==> config.mk <==
export PLATFORM = sky130hd
export DESIGN_NAME = fir_mac_engine
export DESIGN_NICKNAME = d
export VERILOG_FILES = /design/src/rtl/fir_mac_pkg.sv /design/src/rtl/fir_mac_ctrl.sv /design/src/rtl/fir_mac_datapath.sv /design/src/rtl/fir_mac_engine.sv
export SDC_FILE = /design/constraint.sdc
export NUM_CORES = 1
export LEC_CHECK = 0
export BUFFER_PORTS_ARGS = -buffer_cell sky130_fd_sc_hd__buf_2
export CAP_MARGIN = 25
export CORE_MARGIN = 2
export CORE_UTILIZATION = 63
export DETAILED_ROUTE_END_ITERATION = 10
export PLACE_DENSITY = 0.92
export SLEW_MARGIN = 20
export SYNTH_ARGS = -nofsm -noshare
export SYNTH_HDL_FRONTEND = slang
export SYNTH_SLANG_ARGS = --single-unit
export TNS_END_PERCENT = 100
==> constraint.sdc <==
create_clock -name clk -period 8.7 [get_ports clk]
set_input_delay 0.435 -clock clk [delete_from_list [all_inputs] [get_ports clk]]
set_output_delay 0.435 -clock clk [all_outputs]
set_load 0.01 [all_outputs]
==> src/rtl/fir_mac_pkg.sv <==
package fir_mac_pkg;
  typedef struct packed {
    logic stageEn;     // register a new product
    logic accLoad;     // accumulator takes the product alone
    logic accAdd;      // accumulator adds the product
    logic resCapture;  // capture the finished sum
  } macStrobes_t;
endpackage

==> src/rtl/fir_mac_ctrl.sv <==
module fir_mac_ctrl
  import fir_mac_pkg::*;
(
  input  logic        clk,
  input  logic        rst,
  input  logic        tapValid,
  input  logic        tapFirst,
  input  logic        tapLast,
  output macStrobes_t strobes,
  output logic        resValid
);
  logic s1Valid, s1First, s1Last;

  always_ff @(posedge clk) begin
    if (rst) begin
      s1Valid  <= 1'b0;
      s1First  <= 1'b0;
      s1Last   <= 1'b0;
      resValid <= 1'b0;
    end else begin
      s1Valid  <= tapValid;
      if (tapValid) begin
        s1First <= tapFirst;
        s1Last  <= tapLast;
      end
      resValid <= s1Valid & s1Last;
    end
  end

  always_comb begin
    strobes.stageEn    = tapValid;
    strobes.accLoad    = s1Valid & s1First;
    strobes.accAdd     = s1Valid & ~s1First;
    strobes.resCapture = s1Valid & s1Last;
  end

  // a result strobe needs a valid last tap two edges earlier
  a_r7_result_after_last: assert property (@(posedge clk) disable iff (rst)
    resValid |-> ($past(tapValid, 2) && $past(tapLast, 2)));

  // a load happens only for a tap that was flagged first
  a_r6_load_from_first: assert property (@(posedge clk) disable iff (rst)
    strobes.accLoad |-> $past(tapValid && tapFirst));
endmodule

==> src/rtl/fir_mac_datapath.sv <==
module fir_mac_datapath
  import fir_mac_pkg::*;
#(
  parameter int DATA_W    = 16,
  parameter int COEF_W    = 16,
  parameter int COEF_KEEP = 12,
  parameter int PROD_DROP = 4,
  parameter int ACC_W     = 32,
  parameter int CASC_LSB  = 8,
  parameter int CASC_W    = 16
) (
  input  logic              clk,
  input  logic              rst,
  input  macStrobes_t       strobes,
  input  logic [DATA_W-1:0] tapData,
  input  logic [COEF_W-1:0] tapCoef,
  output logic [ACC_W-1:0]  resData,
  output logic [CASC_W-1:0] cascData
);
  localparam int COEF_DROP = COEF_W - COEF_KEEP;
  localparam int PROD_W    = DATA_W + COEF_KEEP;
  localparam int TRUNC_W   = PROD_W - PROD_DROP;

  // Stage 1: coefficient rounding towards zero
  logic [COEF_KEEP-1:0] coefRnd;
  generate
    if (COEF_DROP > 0) begin : g_round
      logic lowAny;
      assign lowAny  = |tapCoef[COEF_DROP-1:0];
      assign coefRnd = tapCoef[COEF_W-1:COEF_DROP]
                     + {{(COEF_KEEP-1){1'b0}}, tapCoef[COEF_W-1] & lowAny};
    end else begin : g_pass
      assign coefRnd = tapCoef;
    end
  endgenerate

  // Stage 1: full-precision signed product
  logic [PROD_W-1:0] dataExt, coefExt, prodFull, prodQ;
  assign dataExt  = {{COEF_KEEP{tapData[DATA_W-1]}}, tapData};
  assign coefExt  = {{DATA_W{coefRnd[COEF_KEEP-1]}}, coefRnd};
  assign prodFull = dataExt * coefExt;

  always_ff @(posedge clk) begin
    if (rst)                 prodQ <= '0;
    else if (strobes.stageEn) prodQ <= prodFull;
  end

  // Stage 2: truncate, sign-extend, accumulate
  logic signed [ACC_W-1:0] prodExt;
  logic [ACC_W-1:0] accQ, accNext;
  assign prodExt = ACC_W'($signed(prodQ) >>> PROD_DROP);
  assign accNext = strobes.accLoad ? prodExt : (accQ + prodExt);

  always_ff @(posedge clk) begin
    if (rst) begin
      accQ     <= '0;
      resData  <= '0;
      cascData <= '0;
    end else begin
      if (strobes.accLoad || strobes.accAdd) accQ <= accNext;
      if (strobes.resCapture) begin
        resData  <= accNext;
        cascData <= accNext[CASC_LSB+CASC_W-1:CASC_LSB];
      end
    end
  end

  // Rounding check in plain integers
  int coefFull, coefBack;
  always_comb begin
    coefFull = int'($signed(tapCoef));
    coefBack = int'($signed(coefRnd)) * (2 ** COEF_DROP);
  end

  // rounded value never exceeds the original in magnitude, and is within one step of it
  a_r3_round_toward_zero: assert property (@(posedge clk) disable iff (rst)
    strobes.stageEn |-> ((coefFull >= 0)
      ? ((coefFull - coefBack) >= 0 && (coefFull - coefBack) < (2 ** COEF_DROP))
      : ((coefBack - coefFull) >= 0 && (coefBack - coefFull) < (2 ** COEF_DROP))));

  // a freshly loaded sum fits in the truncated product width
  a_r5_load_fits: assert property (@(posedge clk) disable iff (rst)
    strobes.accLoad |=> ((&accQ[ACC_W-1:TRUNC_W-1]) || (~|accQ[ACC_W-1:TRUNC_W-1])));

  // without a strobe the accumulator holds
  a_r9_acc_holds: assert property (@(posedge clk) disable iff (rst)
    !(strobes.accLoad || strobes.accAdd) |=> $stable(accQ));
endmodule

==> src/rtl/fir_mac_engine.sv <==
module fir_mac_engine
  import fir_mac_pkg::*;
#(
  parameter int DATA_W    = 16,
  parameter int COEF_W    = 16,
  parameter int COEF_KEEP = 12,
  parameter int PROD_DROP = 4,
  parameter int ACC_W     = 32,
  parameter int CASC_LSB  = 8,
  parameter int CASC_W    = 16
) (
  input  logic              clk,
  input  logic              rst,
  input  logic              tapValid,
  input  logic              tapFirst,
  input  logic              tapLast,
  input  logic [DATA_W-1:0] tapData,
  input  logic [COEF_W-1:0] tapCoef,
  output logic              resValid,
  output logic [ACC_W-1:0]  resData,
  output logic [CASC_W-1:0] cascData
);
  macStrobes_t strobes;

  fir_mac_ctrl u_ctrl (
    .clk(clk), .rst(rst),
    .tapValid(tapValid), .tapFirst(tapFirst), .tapLast(tapLast),
    .strobes(strobes), .resValid(resValid)
  );

  fir_mac_datapath #(
    .DATA_W(DATA_W), .COEF_W(COEF_W), .COEF_KEEP(COEF_KEEP),
    .PROD_DROP(PROD_DROP), .ACC_W(ACC_W),
    .CASC_LSB(CASC_LSB), .CASC_W(CASC_W)
  ) u_dp (
    .clk(clk), .rst(rst), .strobes(strobes),
    .tapData(tapData), .tapCoef(tapCoef),
    .resData(resData), .cascData(cascData)
  );

  // the slice matches the sum it was captured with
  a_r8_cascade_slice: assert property (@(posedge clk) disable iff (rst)
    resValid |-> (cascData == resData[CASC_LSB+CASC_W-1:CASC_LSB]));
endmodule

==> impl_metrics.ini, run 1 <==
[status]
status = finished, final reports clean

[clock_tree]
root_buffer = clkbuf_16
path_clk_slew_ns = 0.06
ctsResizeCount = 0
cts_tree = yes
clock-sinks = 92
post-cts-setup-buffers = 0
holdBufCountCts = 0
numCtsBuffers = 9
clockBufferDepth = 2
cts_max_level = 3
clock_latency_ns = 0.34

[setup_path]
timing.rr.end = u_dp.resData[30]
crit_required_ns = 8.92
r2r_setup_slack_ns = 5.44
reg2reg_depth = 12
timing.rr.start = u_dp.prodQ[4]
start_kind = primary input
end_kind = flop
critPathLaunch = tapCoef[3]
arrival_ns = 7.17
worstPathMaxFanout = 9
crit_end = u_dp.prodQ[25]
criticalPathCategory = primary input to flop

[synth]
synth_cell_type_count = 66
yosysSeqAreaShare_pct = 15.0
netlist_area_sq_um = 12300
syn-num-nets = 1766
ys.flop_type = dfxtp_1
yosys-top-cells-area = fa_1, dfxtp_1, ha_1
synth-edff-count = 0
ys_ff_latch = 92
syn_inst = 1461
yosysTopAreaCell = fa_1
yosysWarnings = 0
synth_top_area_share_pct = 29.2
postSynth.asyncResetShare_pct = 0
syn_avg_cell_area_sq_um = 8.40

[grt]
grt_first_pass_wirelength_um = 47500
grt_usage_pct = 28.6
grt-ovfl-total = 0
grt_pass1_vias = 10300
antenna_found_initial = 0
grt_max_degree = 101

[layout]
fillCellCount = 1452
multi_input_area_sq_um = 9100
finish.utilization_pct = 67.7
areaGrowthSynthToFinish_pct = 6.38
diodes = 0
drive_above_1_share_pct = 8.71
fin_nets = 1793
regArea_sq_um = 1840

[sta]
layout_min_cycle_time_ns = 6.95
clock_skew_ns = 0.00665
slew_headroom_pct = 31.7
rsz0062_at_grt = false
tightest_slew_ns = 1.02
setup_viol = 0
fin_setup_tns_ns = 0
maxSlewViolCount = 0
fmax_ghz = 0.144
hold_viol = 0
post-route-period-util_pct = 79.8

[power]
finalPower_mw = 5.13
ir_worst_vdd_v = 0.000290
powerDensity_nw_per_um2 = 393
leakage_nw = 6.46

[routing]
drt_iter0_drc = 670
num_vias = 10100
drc_errors = 0
ant_nets = 0
viasPerCell = 5.73
wl_per_cell_um = 15.9
drt-pass1-iter-count = 5
drt_wl_total_um = 28000

[placement]
port_buffers = 85
finalWeightedCongestion = 0.947
place_hpwl_um = 22100

[die]
die_w_um = 144
initial_utilization_pct = 63.7
die-area_sq_um = 20600
io_pins = 86
fp-row-count = 51
core_area_sq_um = 19300
dieHeight_um = 144

[worst_hold_path]
min_path_type = primary input to flop

[flow_run]
cap_violations = 0
per-stage QoR:
step	worst slack (ns)	hold WS [ns]	instances	area, sq um
floorplan	1.97	0.463	1461	12300
global placement	1.67	0.445	1742	12800
detailed placement	1.45	0.456	1742	12800
CTS	1.81	0.360	1758	13100
global route	1.44	0.368	1758	13100
finish	1.75	0.365	1758	13100
registers in the layout, indices dropped and copies added, names as in the netlist:
register         flops
u_dp.resData        17
u_ctrl.resValid      1
u_dp.accQ           32
u_ctrl.s1Last        1
u_ctrl.s1Valid       1
u_ctrl.s1First       1
u_dp.prodQ          24
u_dp.cascData       15
power by group:
part,internal [mW],switching [mW]
logic,1.82,2.38
registers,0.492,0.0607
clock network,0.230,0.157
total,2.54,2.60
synthesized netlist by cell type (4+ instances only):
library cell / number
a211o_1: 4
a211oi_1: 58
a21o_1: 13
a21oi_1: 55
a311oi_1: 4
a31oi_1: 9
and2_1: 47
and3_1: 6
buf_4: 16
clkbuf_1: 62
dfxtp_1: 92
fa_1: 179
ha_1: 89
inv_1: 255
mux2i_1: 25
nand2_1: 181
nand2b_1: 10
nand3_1: 14
nor2_1: 132
nor2b_1: 13
nor3_1: 10
nor3b_1: 5
o211ai_1: 10
o21a_1: 12
o21ai_0: 27
o21ai_1: 5
o21bai_1: 5
o22ai_1: 5
or2_2: 5
xnor2_1: 39
xor2_1: 17
critical path: stages:
cell	delay, ns
buf_2	0.10
o41a_1	0.41
ha_1	0.22
ha_1	0.26
xor2_1	0.55
buf_4	0.28
nand2_1	0.09
fa_1	0.41
fa_1	0.57
fa_1	0.46
fa_1	0.52
fa_1	0.49
inv_1	0.04
ha_1	0.32
a21o_1	0.18
or3_1	0.33
o221a_2	0.28
a31oi_4	0.23
o21ai_2	0.11
nand2_1	0.10
a21oi_1	0.08
nor4bb_1	0.16
or4_1	0.53
cell families after synthesis:
| group | after synthesis | share of synthesized area [%] |
|---|---|---|
| AO/OA/AOI/OAI | 238 | 13.4 |
| adder cells (fa/ha/maj) | 268 | 38.3 |
| AND/OR/NAND/NOR | 443 | 16.3 |
| XOR/XNOR | 56 | 4.00 |
| multiplexers | 27 | 2.22 |
| flip-flops | 92 | 15.0 |
| buffers and inverters | 337 | 10.8 |
cells in the final DEF (no fill, tap or decap), drive strengths merged, types with 13 or more instances in the layout:
cell type | Yosys | final
nand3 | 14 | 14
and2 | 47 | 47
nor2 | 132 | 132
xnor2 | 39 | 39
o21ai | 34 | 34
a21o | 13 | 13
nor2b | 13 | 13
buf | 20 | 98
ha | 89 | 89
inv | 255 | 255
xor2 | 17 | 17
dfxtp | 92 | 92
a21oi | 55 | 55
mux2i | 25 | 25
a211oi | 60 | 60
nand2 | 181 | 181
fa | 179 | 179
cell type report:
type	instances	area share, %
multi-input combinational	1032	69.7
sequential	92	14.1
tap	265	2.54
inverter	255	7.33
clock inverter	4	0.374
timing repair buffer	98	4.01
clock buffer	12	1.89
per-layer routing:
layer,wire length [um],GRT usage (%),up-vias
met5,0,0,-
met4,812,10.7,0
met3,2420,4.40,79
met2,13300,48.9,493
met1,11400,37.0,4815
li1,-,-,4689
worst min path at each step:
stage	startpoint	to	slack, ns	cells after the start
3_5_place_dp	u_dp.resData[1]	u_dp.resData[1]	0.46	2
5_1_grt	tapFirst	u_ctrl.s1First	0.37	3
3_3_place_gp	u_dp.resData[1]	u_dp.resData[1]	0.44	2
2_1_floorplan	u_dp.prodQ[15]	u_dp.prodQ[15]	0.46	2
4_1_cts	tapLast	u_ctrl.s1Last	0.36	3
6_report	tapLast	u_ctrl.s1Last	0.36	3
Note: power is estimated with default switching activity, not from simulation.
==> inputs of run 2 (changes only) <==
--- a/config.mk
+++ b/config.mk
@@ -5,12 +5,13 @@
 export SDC_FILE = /design/constraint.sdc
 export NUM_CORES = 1
 export LEC_CHECK = 0
+export ABC_AREA = 1
 export BUFFER_PORTS_ARGS = -buffer_cell sky130_fd_sc_hd__buf_2
 export CAP_MARGIN = 25
 export CORE_MARGIN = 2
-export CORE_UTILIZATION = 63
+export CORE_UTILIZATION = 58
 export DETAILED_ROUTE_END_ITERATION = 10
-export PLACE_DENSITY = 0.92
+export PLACE_DENSITY = 0.89
 export SLEW_MARGIN = 20
 export SYNTH_ARGS = -nofsm -noshare
 export SYNTH_HDL_FRONTEND = slang
==> constraint.sdc (replaced) <==
create_clock -name clk -period 5.7 [get_ports clk]
set_input_delay 0.285 -clock clk [delete_from_list [all_inputs] [get_ports clk]]
set_output_delay 0.285 -clock clk [all_outputs]
set_load 0.01 [all_outputs]
==> run 2 against run 1 <==
  * The run now ends with negative setup slack left
  * Sequential cell count unchanged
  * Non-clock buffer count increased by 112
  * Area after synthesis increased by 13%
  * Worst setup slack got worse by 1.9 ns
  * Global-route usage increased by 1.6 points
==> impl_metrics.ini, run 2 <==
[routing]
top_layer_used = met4
viasPerCell = 5.31
routed-wl-met3_um = 2200
num_vias = 13500
drt_wl_total_um = 38900
ant_nets = 0
drc_errors = 0
wl_met2_um = 19800
drt_iter0_drc = 996
wl_met1_um = 14800
wl_per_cell_um = 15.3
drt-pass1-iter-count = 5

[layout]
diodes = 0
fin_nets = 2528
reg.largest.list = u_dp.accQ: 32 flops, u_dp.prodQ: 24 flops, u_dp.resData: 17 flops
finish.utilization_pct = 70.0
drive_above_1_share_pct = 17.9
top_register = u_dp.accQ
areaGrowthSynthToFinish_pct = 18.3
final_common_cell = nand2_1
largest_register_ffs = 32
final_cell_mix = nand2_1, inv_1, nor2_1
stdcell_count = 2547

[placement]
port_buffers = 85
finalWeightedCongestion = 0.968
place_hpwl_um = 30800
dp_cells = 2524

[worst_hold_path]
hp-start = tapLast
min_path_type = primary input to flop
hold_path_depth = 3
hold_path_end = u_ctrl.s1Last

[clock_tree]
path_clk_slew_ns = 0.07
cts_max_level = 3
numCtsBuffers = 9
clock_latency_ns = 0.35
root_buffer = clkbuf_16
cts_tree = yes
clockBufferDepth = 2
clock-sinks = 92
holdBufCountCts = 0

[synth]
synth-edff-count = 0
syn-num-nets = 2381
netlist_area_sq_um = 13900
ys_ff_latch = 92
syn_inst = 2076
yosysTopAreaCell = fa_1
ys.flop_type = dfxtp_1
yosys-top-cells-area = fa_1, nand2_1, inv_1
yosysWarnings = 0
postSynth.asyncResetShare_pct = 0
synth_top_area_share_pct = 25.8
syn_avg_cell_area_sq_um = 6.69
synth_most_common_cell = nand2_1
synth_cell_type_count = 43
yosysSeqAreaShare_pct = 13.3
yosys-top-cells-count = nand2_1, inv_1, nor2_1

[die]
initial_utilization_pct = 59.1
die_w_um = 159
die-area_sq_um = 25200
core_area_sq_um = 23500
dieHeight_um = 159
fp-row-count = 56
io_pins = 86

[setup_path]
slowest_stage = fa_1
arrival_ns = 6.06
r2r_setup_slack_ns = 3.23
path_delay_family = adder cells
critPathBufInv = 10
start_kind = primary input
cpMostUsedCell = fa_1
criticalPathCategory = primary input to flop
timing.rr.end = u_dp.accQ[24]
worstPathMaxFanout = 4
slowest_delay_ns = 0.55
end_kind = flop
reg2reg_depth = 10
crit_required_ns = 5.94
timing.rr.start = u_ctrl.s1Valid

[sta]
maxSlewViolCount = 0
slew_headroom_pct = 37.8
tightest_slew_ns = 0.927
hold_viol = 0
setup_ws_ns = -0.119
layout_min_cycle_time_ns = 5.82
clock_skew_ns = 0.0125
setup_viol = 1
post-route-period-util_pct = 102
fmax_ghz = 0.172
rsz0062_at_grt = true

[flow_run]
cap_violations = 0

[grt]
grt_pass1_vias = 13500
grt_first_pass_wirelength_um = 62700
antenna_found_initial = 0
grt_usage_pct = 30.2
grt-ovfl-total = 0
grt_max_degree = 66

[status]
violations = negative setup slack
status = finished with violations
[run 2: cell count changes in the layout (fill, tap and decap cells not counted), sizes merged, moves of 22 or more]
cell    delta
a211oi    -59
and2      -45
buf      +112
inv      +262
mux2i     -24
nand2    +355
nand3    +108
nor2     +115
o21ai     +22
xnor2     -30
[run 2: cell families (layout without fill, tap and decap cells)]
kind of cell | Yosys count | count (layout) | share of synthesized area (%)
compound gates | 150 | 150 | 6.17
xor+xnor | 26 | 26 | 1.64
fa+ha+maj | 268 | 268 | 33.8
buf+inv | 592 | 744 | 16.7
flops | 92 | 92 | 13.3
mux | 1 | 1 | 0.0721
simple gates | 947 | 947 | 28.3
[run 2: layer usage]
layer	vias to the layer above	GRT usage (%)
met4	0	16.4
met2	553	54.9
met1	6398	35.0
met5	-	0
li1	6427	-
met3	152	3.24
[run 2: area by class of cell]
class / instances / area [sq um]
clock buffer: 10 / 239
tap: 319 / 399
clock inverter: 6 / 55.1
fill: 1781 / 7050
multi-input combinational: 1392 / 10400
sequential: 92 / 1840
timing repair buffer: 210 / 1490
inverter: 518 / 1960
[run 2: worst max-delay path by stage]
stage                from              to  depth (start not counted)
4_1_cts        tapCoef[0]  u_dp.prodQ[21]                         32
3_3_place_gp   tapCoef[3]  u_dp.prodQ[23]                         33
3_5_place_dp   tapCoef[3]  u_dp.prodQ[24]                         31
2_1_floorplan  tapCoef[3]  u_dp.prodQ[25]                         29
6_report       tapCoef[0]  u_dp.prodQ[25]                         35
5_1_grt        tapCoef[0]  u_dp.prodQ[25]                         35
[run 2: worst register-to-register path, cell delays in order, from the launching register on]
cell and delay, ns:
dfxtp_2 0.31, buf_4 0.31, nand2_1 0.16, buf_4 0.36, clkinv_1 0.16, buf_4 0.22
nand2_1 0.40, buf_4 0.24, nand3_1 0.08, nand2_1 0.10, inv_1 0.04
[run 2: stage by stage]
stage	hold WS, ns	worst slack [ns]	area, sq um	setup TNS, ns
6_report	0.224	-0.119	16400	-0.119
5_1_grt	0.241	-0.329	16400	-1.87
4_1_cts	0.228	-0.0103	15800	-0.0286
3_5_place_dp	0.478	-0.619	15300	-8.07
3_3_place_gp	0.467	-0.481	15300	-6.11
2_1_floorplan	0.420	-0.0562	13900	-0.0562
[run 2: timing repair]
| item | CTS | global route |
|---|---|---|
| gates cloned | 1 | 0 |
| pin swaps | 19 | 46 |
| gates resized for setup | 58 | 150 |
| endpoints found under the setup margin | 15 | 18 |
| setup buffers | 2 | 4 |
Power of run 2 is not shown: default switching activity piles up to over one toggle a cycle in this logic, so the estimate is an artifact.
